File: src/rtl/alrm_out_pkg.sv
package alrm_out_pkg;

    localparam int NUM_ALARMS = 2;

    typedef enum logic [1:0] {
        FS_IRQ  = 2'b00,
        FS_FAST = 2'b01,
        FS_MID  = 2'b10,
        FS_SLOW = 2'b11
    } fsel_e;

    typedef struct packed {
        fsel_e                 fsel;
        logic                  rep;
        logic [NUM_ALARMS-1:0] en;
    } ctrl_t;

    localparam int CTRL_W = $bits(ctrl_t);

endpackage

File: src/rtl/alm_status_flags.sv
module alm_status_flags #(
    parameter int N = 2
) (
    input  logic         clk,
    input  logic         rst_n,
    input  logic [N-1:0] hit,
    input  logic         rd_done,
    output logic [N-1:0] flags
);

    typedef struct packed {
        logic [N-1:0] flags;
    } st_t;

    st_t st_d, st_q;

    always_comb begin
        st_d = st_q;
        for (int i = 0; i < N; i++) begin
            if (rd_done) begin
                st_d.flags[i] = 1'b0;
            end
            if (hit[i]) begin
                st_d.flags[i] = 1'b1;
            end
        end
    end

    always_ff @(posedge clk or negedge rst_n) begin
        if (!rst_n) begin
            st_q <= '0;
        end else begin
            st_q <= st_d;
        end
    end

    assign flags = st_q.flags;

    for (genvar g = 0; g < N; g++) begin : g_chk
        p_flag_set_r2: assert property (@(posedge clk) disable iff (!rst_n)
            hit[g] |=> flags[g]);
        p_flag_clear_r3: assert property (@(posedge clk) disable iff (!rst_n)
            (rd_done && !hit[g]) |=> !flags[g]);
        p_flag_keep_r4: assert property (@(posedge clk) disable iff (!rst_n)
            (!rd_done && flags[g]) |=> flags[g]);
    end

endmodule

File: src/rtl/irq_pulse_gen.sv
module irq_pulse_gen #(
    parameter int PULSE_PERIODS = 655
) (
    input  logic clk,
    input  logic rst_n,
    input  logic half_tick,
    input  logic trig,
    input  logic allow,
    input  logic rep_mode,
    input  logic rearm,
    output logic active_nxt
);

    localparam int PULSE_HT = 2 * PULSE_PERIODS;
    localparam int CW       = $clog2(PULSE_HT);
    localparam logic [CW-1:0] LAST = CW'(PULSE_HT - 1);

    typedef struct packed {
        logic          active;
        logic          armed;
        logic [CW-1:0] cnt;
    } st_t;

    st_t st_d, st_q;

    always_comb begin
        st_d = st_q;
        if (!allow) begin
            st_d.active = 1'b0;
            st_d.cnt    = '0;
        end else if (st_q.active) begin
            if (half_tick) begin
                if (st_q.cnt == LAST) begin
                    st_d.active = 1'b0;
                    st_d.cnt    = '0;
                end else begin
                    st_d.cnt = st_q.cnt + 1'b1;
                end
            end
        end else if (trig && (rep_mode || st_q.armed)) begin
            st_d.active = 1'b1;
            st_d.cnt    = '0;
            st_d.armed  = 1'b0;
        end
        if (rearm) begin
            st_d.armed = 1'b1;
        end
    end

    always_ff @(posedge clk or negedge rst_n) begin
        if (!rst_n) begin
            st_q <= '{active: 1'b0, armed: 1'b1, cnt: '0};
        end else begin
            st_q <= st_d;
        end
    end

    assign active_nxt = st_d.active;

    p_cnt_range_r6: assert property (@(posedge clk) disable iff (!rst_n)
        st_q.active |-> (st_q.cnt <= LAST));
    p_idle_zero_r6: assert property (@(posedge clk) disable iff (!rst_n)
        !st_q.active |-> (st_q.cnt == '0));
    p_masked_r11: assert property (@(posedge clk) disable iff (!rst_n)
        !allow |=> !st_q.active);
    p_oneshot_r7: assert property (@(posedge clk) disable iff (!rst_n)
        (!st_q.armed && !rep_mode && !rearm && !st_q.active) |=> !st_q.active);
    p_start_r8: assert property (@(posedge clk) disable iff (!rst_n)
        (!st_q.active && allow && trig && rep_mode) |=> st_q.active);

endmodule

File: src/rtl/clk_half_divider.sv
module clk_half_divider #(
    parameter int W = 16
) (
    input  logic         clk,
    input  logic         rst_n,
    input  logic         half_tick,
    output logic [W-1:0] cnt_nxt
);

    typedef struct packed {
        logic [W-1:0] cnt;
    } st_t;

    st_t st_d, st_q;

    always_comb begin
        st_d = st_q;
        if (half_tick) begin
            st_d.cnt = st_q.cnt + 1'b1;
        end
    end

    always_ff @(posedge clk or negedge rst_n) begin
        if (!rst_n) begin
            st_q <= '0;
        end else begin
            st_q <= st_d;
        end
    end

    assign cnt_nxt = st_d.cnt;

    p_count_step_r9: assert property (@(posedge clk) disable iff (!rst_n)
        half_tick |=> (st_q.cnt == $past(st_q.cnt) + 1'b1));
    p_count_hold_r10: assert property (@(posedge clk) disable iff (!rst_n)
        !half_tick |=> $stable(st_q.cnt));

endmodule

File: src/rtl/alarm_irq_clkout.sv
module alarm_irq_clkout
    import alrm_out_pkg::*;
#(
    parameter int OSC_HZ        = 32768,
    parameter int MID_HZ        = 4096,
    parameter int SLOW_HZ       = 1,
    parameter int PULSE_PERIODS = 655
) (
    input  logic                  clk,
    input  logic                  rst_n,
    input  logic                  osc_half_tick,
    input  logic [NUM_ALARMS-1:0] alarm_hit,
    input  logic                  ctrl_we,
    input  logic [CTRL_W-1:0]     ctrl_wdata,
    input  logic                  status_rd_done,
    output logic                  irq_clk_n,
    output logic [NUM_ALARMS-1:0] alarm_flags
);

    localparam int B_FAST = 0;
    localparam int B_MID  = $clog2(OSC_HZ / MID_HZ);
    localparam int B_SLOW = $clog2(OSC_HZ / SLOW_HZ);
    localparam int DIV_W  = B_SLOW + 1;

    typedef struct packed {
        ctrl_t ctrl;
        logic  pin;
    } st_t;

    st_t              st_d, st_q;
    logic             trig;
    logic             allow;
    logic             active_nxt;
    logic [DIV_W-1:0] div_nxt;

    alm_status_flags #(
        .N (NUM_ALARMS)
    ) u_flags (
        .clk     (clk),
        .rst_n   (rst_n),
        .hit     (alarm_hit),
        .rd_done (status_rd_done),
        .flags   (alarm_flags)
    );

    irq_pulse_gen #(
        .PULSE_PERIODS (PULSE_PERIODS)
    ) u_pulse (
        .clk        (clk),
        .rst_n      (rst_n),
        .half_tick  (osc_half_tick),
        .trig       (trig),
        .allow      (allow),
        .rep_mode   (st_q.ctrl.rep),
        .rearm      (ctrl_we),
        .active_nxt (active_nxt)
    );

    clk_half_divider #(
        .W (DIV_W)
    ) u_div (
        .clk       (clk),
        .rst_n     (rst_n),
        .half_tick (osc_half_tick),
        .cnt_nxt   (div_nxt)
    );

    always_comb begin
        trig  = |(alarm_hit & st_q.ctrl.en);
        allow = (st_q.ctrl.fsel == FS_IRQ);
    end

    always_comb begin
        st_d = st_q;
        if (ctrl_we) begin
            st_d.ctrl = ctrl_t'(ctrl_wdata);
        end
        case (st_d.ctrl.fsel)
            FS_IRQ:  st_d.pin = !active_nxt;
            FS_FAST: st_d.pin = div_nxt[B_FAST];
            FS_MID:  st_d.pin = div_nxt[B_MID];
            FS_SLOW: st_d.pin = div_nxt[B_SLOW];
            default: st_d.pin = 1'b1;
        endcase
    end

    always_ff @(posedge clk or negedge rst_n) begin
        if (!rst_n) begin
            st_q <= '{ctrl: '{fsel: FS_IRQ, rep: 1'b0, en: '0}, pin: 1'b1};
        end else begin
            st_q <= st_d;
        end
    end

    assign irq_clk_n = st_q.pin;

    p_fast_toggle_r9: assert property (@(posedge clk) disable iff (!rst_n)
        (st_q.ctrl.fsel == FS_FAST && !ctrl_we && osc_half_tick)
        |=> (irq_clk_n != $past(irq_clk_n)));
    p_clock_hold_r10: assert property (@(posedge clk) disable iff (!rst_n)
        (st_q.ctrl.fsel != FS_IRQ && !ctrl_we && !osc_half_tick)
        |=> $stable(irq_clk_n));
    p_back_to_irq_r11: assert property (@(posedge clk) disable iff (!rst_n)
        (st_q.ctrl.fsel != FS_IRQ && ctrl_we && ctrl_wdata[4:3] == 2'b00)
        |=> irq_clk_n);

endmodule

File: config.mk
export PLATFORM = sky130hd
export DESIGN_NAME = alarm_irq_clkout
export DESIGN_NICKNAME = d
export VERILOG_FILES = /design/src/rtl/alrm_out_pkg.sv /design/src/rtl/alm_status_flags.sv /design/src/rtl/irq_pulse_gen.sv /design/src/rtl/clk_half_divider.sv /design/src/rtl/alarm_irq_clkout.sv
export SDC_FILE = /design/constraint.sdc
export NUM_CORES = 1
export LEC_CHECK = 0
export BUFFER_PORTS_ARGS = -buffer_cell sky130_fd_sc_hd__buf_4
export CAP_MARGIN = 20
export CELL_PAD_IN_SITES_DETAIL_PLACEMENT = 1
export CELL_PAD_IN_SITES_GLOBAL_PLACEMENT = 2
export CORE_AREA = 3 3 76 78
export CTS_CLUSTER_DIAMETER = 120
export DETAILED_ROUTE_END_ITERATION = 10
export DIE_AREA = 0 0 79 81
export PLACE_DENSITY = 0.83
export RECOVER_POWER = 50
export SYNTH_ARGS = -nofsm -noshare
export SYNTH_HDL_FRONTEND = slang
export SYNTH_SLANG_ARGS = --single-unit
File: constraint.sdc
create_clock -name clk -period 1.5 [get_ports clk]
set_input_delay 0.225 -clock clk [delete_from_list [all_inputs] [get_ports clk]]
set_output_delay 0.225 -clock clk [all_outputs]
set_load 0.05 [all_outputs]
==> key figures <==
Status
  – Status: complete, but fails checks
  – Failing checks: negative setup slack

GRT
  – Largest net degree at the start of global routing: 38
  – Total track usage: 16.2%
  – First-pass GRT wire length: 7890 µm
  – Initial antenna violation count: 0
  – Vias in the first global route: approximately 1700
  – GRT Residual Overflow: 0

Die
  – Core area: 5140 µm²
  – Total die area: 6400 µm²
  – Initial Util: 34.9%
  – I/O pins: 15
  – Die Ht: 81 µm
  – Die width: 79 µm
  – # rows: 26

Power and ir drop
  – Comb power frac: about 23%
  – Clock power frac: 35.4%
  – Pwr Total: 0.00292 W
  – Switching Power: 0.000801 W
  – Sequential power share: 41.9%
  – Pwr Density: between 1000 and 1500 nW/µm²
  – Sw Share: roughly 27%
  – Leak Pwr: 1.16 nW
  – Peak supply drop: ~0.63 mV
  – Pint: about 0.0021 W

Worst setup path
  – Flop-to-flop setup slack: -0.18 ns
  – Arrival time at the worst endpoint: 1.86 ns
  – RR Endpoint: u_pulse.st_q[9]
  – FF-to-FF path depth: 8
  – WS Path Type: reg -> reg
  – CP required: roughly 1.7 ns
  – Worst Setup EP: u_pulse.st_q[9]
  – Crit path from: u_pulse.st_q[1]
  – Worst setup SP type: flop
  – R2R Path Start: u_pulse.st_q[1]
  – CP max FO: 5
  – Worst Setup End Kind: flop

Clocking
  – CTS buffer count: 5
  – Clk_lat worst skew: 0.30 ns
  – H-Tree Depth: 2
  – Clk sinks: 37
  – Clk root buf: clkbuf_8
  – Clk slew on worst S/H paths: 0.08 ns
  – Clock buffer depth: 2
  – TritonCTS clock tree: done

Cells and area
  – Layout overhead on the synthesized area: 42.7%
  – Most frequent cells in the layout: buf_4, dfrtp_1, nand2_1
  – Layout Cells excl Fill: a little under 300
  – Final core utilization: between 40% and 50%
  – Most common cell after layout, fill and taps aside: buf_4
  – Design Area, Final: 2560 µm²
  – Ant. Diodes: 0
  – Layout cells sized above 1: 41.7%
  – Nets: about 240

Logic synthesis
  – Number of synthesized register bits: 37
  – Main combinational cell family by area after synthesis: simple AND/OR/NAND/NOR gates
  – Synth warn: 0
  – Proportion of synthesized area in mux cells: under 10%
  – Synth Net Count: 181
  – Post-synthesis simple-gate area fraction: 19.9%
  – Number of synthesized flops with an enable pin: 0
  – Mean post-synth cell area: 10.8 µm²
  – Mapped cell area: between 1500 and 2000 µm²
  – Top FF cell, synth: dfrtp_1
  – Cell variety after synth: 39
  – Cells after synthesis: between 150 and 200
  – Post-Synth XOR/XNOR Area: 7.33%
  – Register area share after synthesis: between 50% and 60%
  – Adder-cell share of the synthesized area: 2.09%
  – Fraction of registers with async set/reset: 100%
  – Synth Area in Compound Gates: approximately an eighth

Routing
  – Vias per inst: 5.07
  – Vias: 1510
  – Iter 0 DRT Violations: between 50 and 60
  – WL/cell: 16.2 µm
  – Initial DRT Pass Iterations: 4
  – Final WL: 4820 µm
  – Final ANT Viol Nets: 0
  – DRC Markers: 0

Placement
  – IO Port Bufs: 14
  – Detail Placement HPWL: roughly 3200 µm
  – GP Congestion: between 0.7 and 0.8
  – Placed Cells: 272
  – Placed instance area: 2180 µm²

Timing
  – Worst slew pin tran: about 0.9 ns
  – Final Hold Violating Endpoints: 0
  – Max Clock Skew: 0.00708 ns
  – Unrepaired setup endpoints after global routing: true
  – Crit path time final: 1.68 ns
  – Max Clk Rate: 0.597 GHz
  – Max_slew headroom: 38.6%
  – Final worst setup slack: -0.176 ns
  – # setup viols final: 13
  – Fin crit share: 112%
  – Slew Limit Fails: 0

Job
  – Max-cap violations: 0

Min path
  – Min-delay worst type: in -> reg
layout make-up:
cell class	count	area [µm²]
sequential	37	928
fill	587	2580
timing repair buffer	56	439
multi-input combinational	122	951
tap	70	87.6
inverter	5	18.8
clock inverter	3	65.1
clock buffer	5	68.8
power by group through the flow:
stage | logic [W] | registers (W) | clock network, W
floorplan | 0.000253 | 0.00130 | 0
global placement | 0.000509 | 0.00124 | 0
detailed placement | 0.000541 | 0.00125 | 0
CTS | 0.000588 | 0.00123 | 0.00105
global route | 0.000725 | 0.00124 | 0.00111
finish | 0.000664 | 0.00122 | 0.00103
cell families after synthesis:
kind of cell	count (synthesis)
buf+inv	7
xor+xnor	15
fa+ha+maj	3
mux	7
flops	37
simple gates	62
compound gates	35
cells in the mapped netlist (3+ instances only):
library cell | n | area, µm²
dfrtp_1 | 35 | 876
inv_1 | 5 | 18.8
o21ai_0 | 5 | 25.0
nand4_1 | 8 | 50.1
and3_1 | 4 | 25.0
xnor2_1 | 11 | 96.3
ha_1 | 3 | 37.5
o21ai_1 | 16 | 80.1
nand2_1 | 19 | 71.3
nor2_1 | 11 | 41.3
a31oi_1 | 5 | 31.3
nand3_1 | 4 | 20.0
mux2_2 | 5 | 56.3
xor2_1 | 4 | 35.0
state kept, by name (all words and copies together) (netlist names):
register	flops
u_flags.flags	2
st_q	5
irq_clk_n	1
u_pulse.st_q	13
u_div.st_q	16
critical path, stage by stage (launching register included):
cell and delay, ns:
dfrtp_1 0.41, inv_2 0.09, ha_4 0.14, nand4bb_4 0.15, o31ai_4 0.33, buf_6 0.18, a31oi_4 0.03, o21ai_1 0.15
o21ai_1 0.08
timing repair:
action / CTS / global route
hold buffers: 1 / 0
pin swaps: 8 / 8
setup endpoints to repair: 13 / 17
endpoints found under the hold margin: 35 / 0
gates cloned: 2 / 0
gates resized for setup: 17 / 12
setup buffers: 5 / 10
worst min-delay path by stage:
stage,endpoint,cells past startpoint,from,slack [ns]
6_report,u_flags.flags[1],2,alarm_hit[1],0.13
5_1_grt,u_flags.flags[0],2,alarm_hit[0],0.12
4_1_cts,u_flags.flags[0],2,alarm_hit[0],0.12
2_1_floorplan,st_q[1],0,rst_n,-0.07
3_3_place_gp,u_div.st_q[6],1,rst_n,0.21
3_5_place_dp,u_div.st_q[8],1,rst_n,0.22
routing by layer:
metal / global-route usage (%) / share of wire (%) / vias up
li1: - / - / 722
met1: 18.5 / 41 / 765
met2: 28.7 / 55 / 15
met3: 4.10 / 2.2 / 8
met4: 6.87 / 1.8 / 0
met5: 0 / 0 / -
metrics by stage:
stage	hold slack, ns	setup TNS (ns)	setup slack [ns]
floorplan	-0.0706	-0.601	-0.0636
global placement	0.205	-0.566	-0.0724
detailed placement	0.217	-1.51	-0.194
CTS	0.122	-1.40	-0.153
global route	0.121	-2.78	-0.263
finish	0.130	-1.62	-0.176
Power figures use the tool's default switching activity.
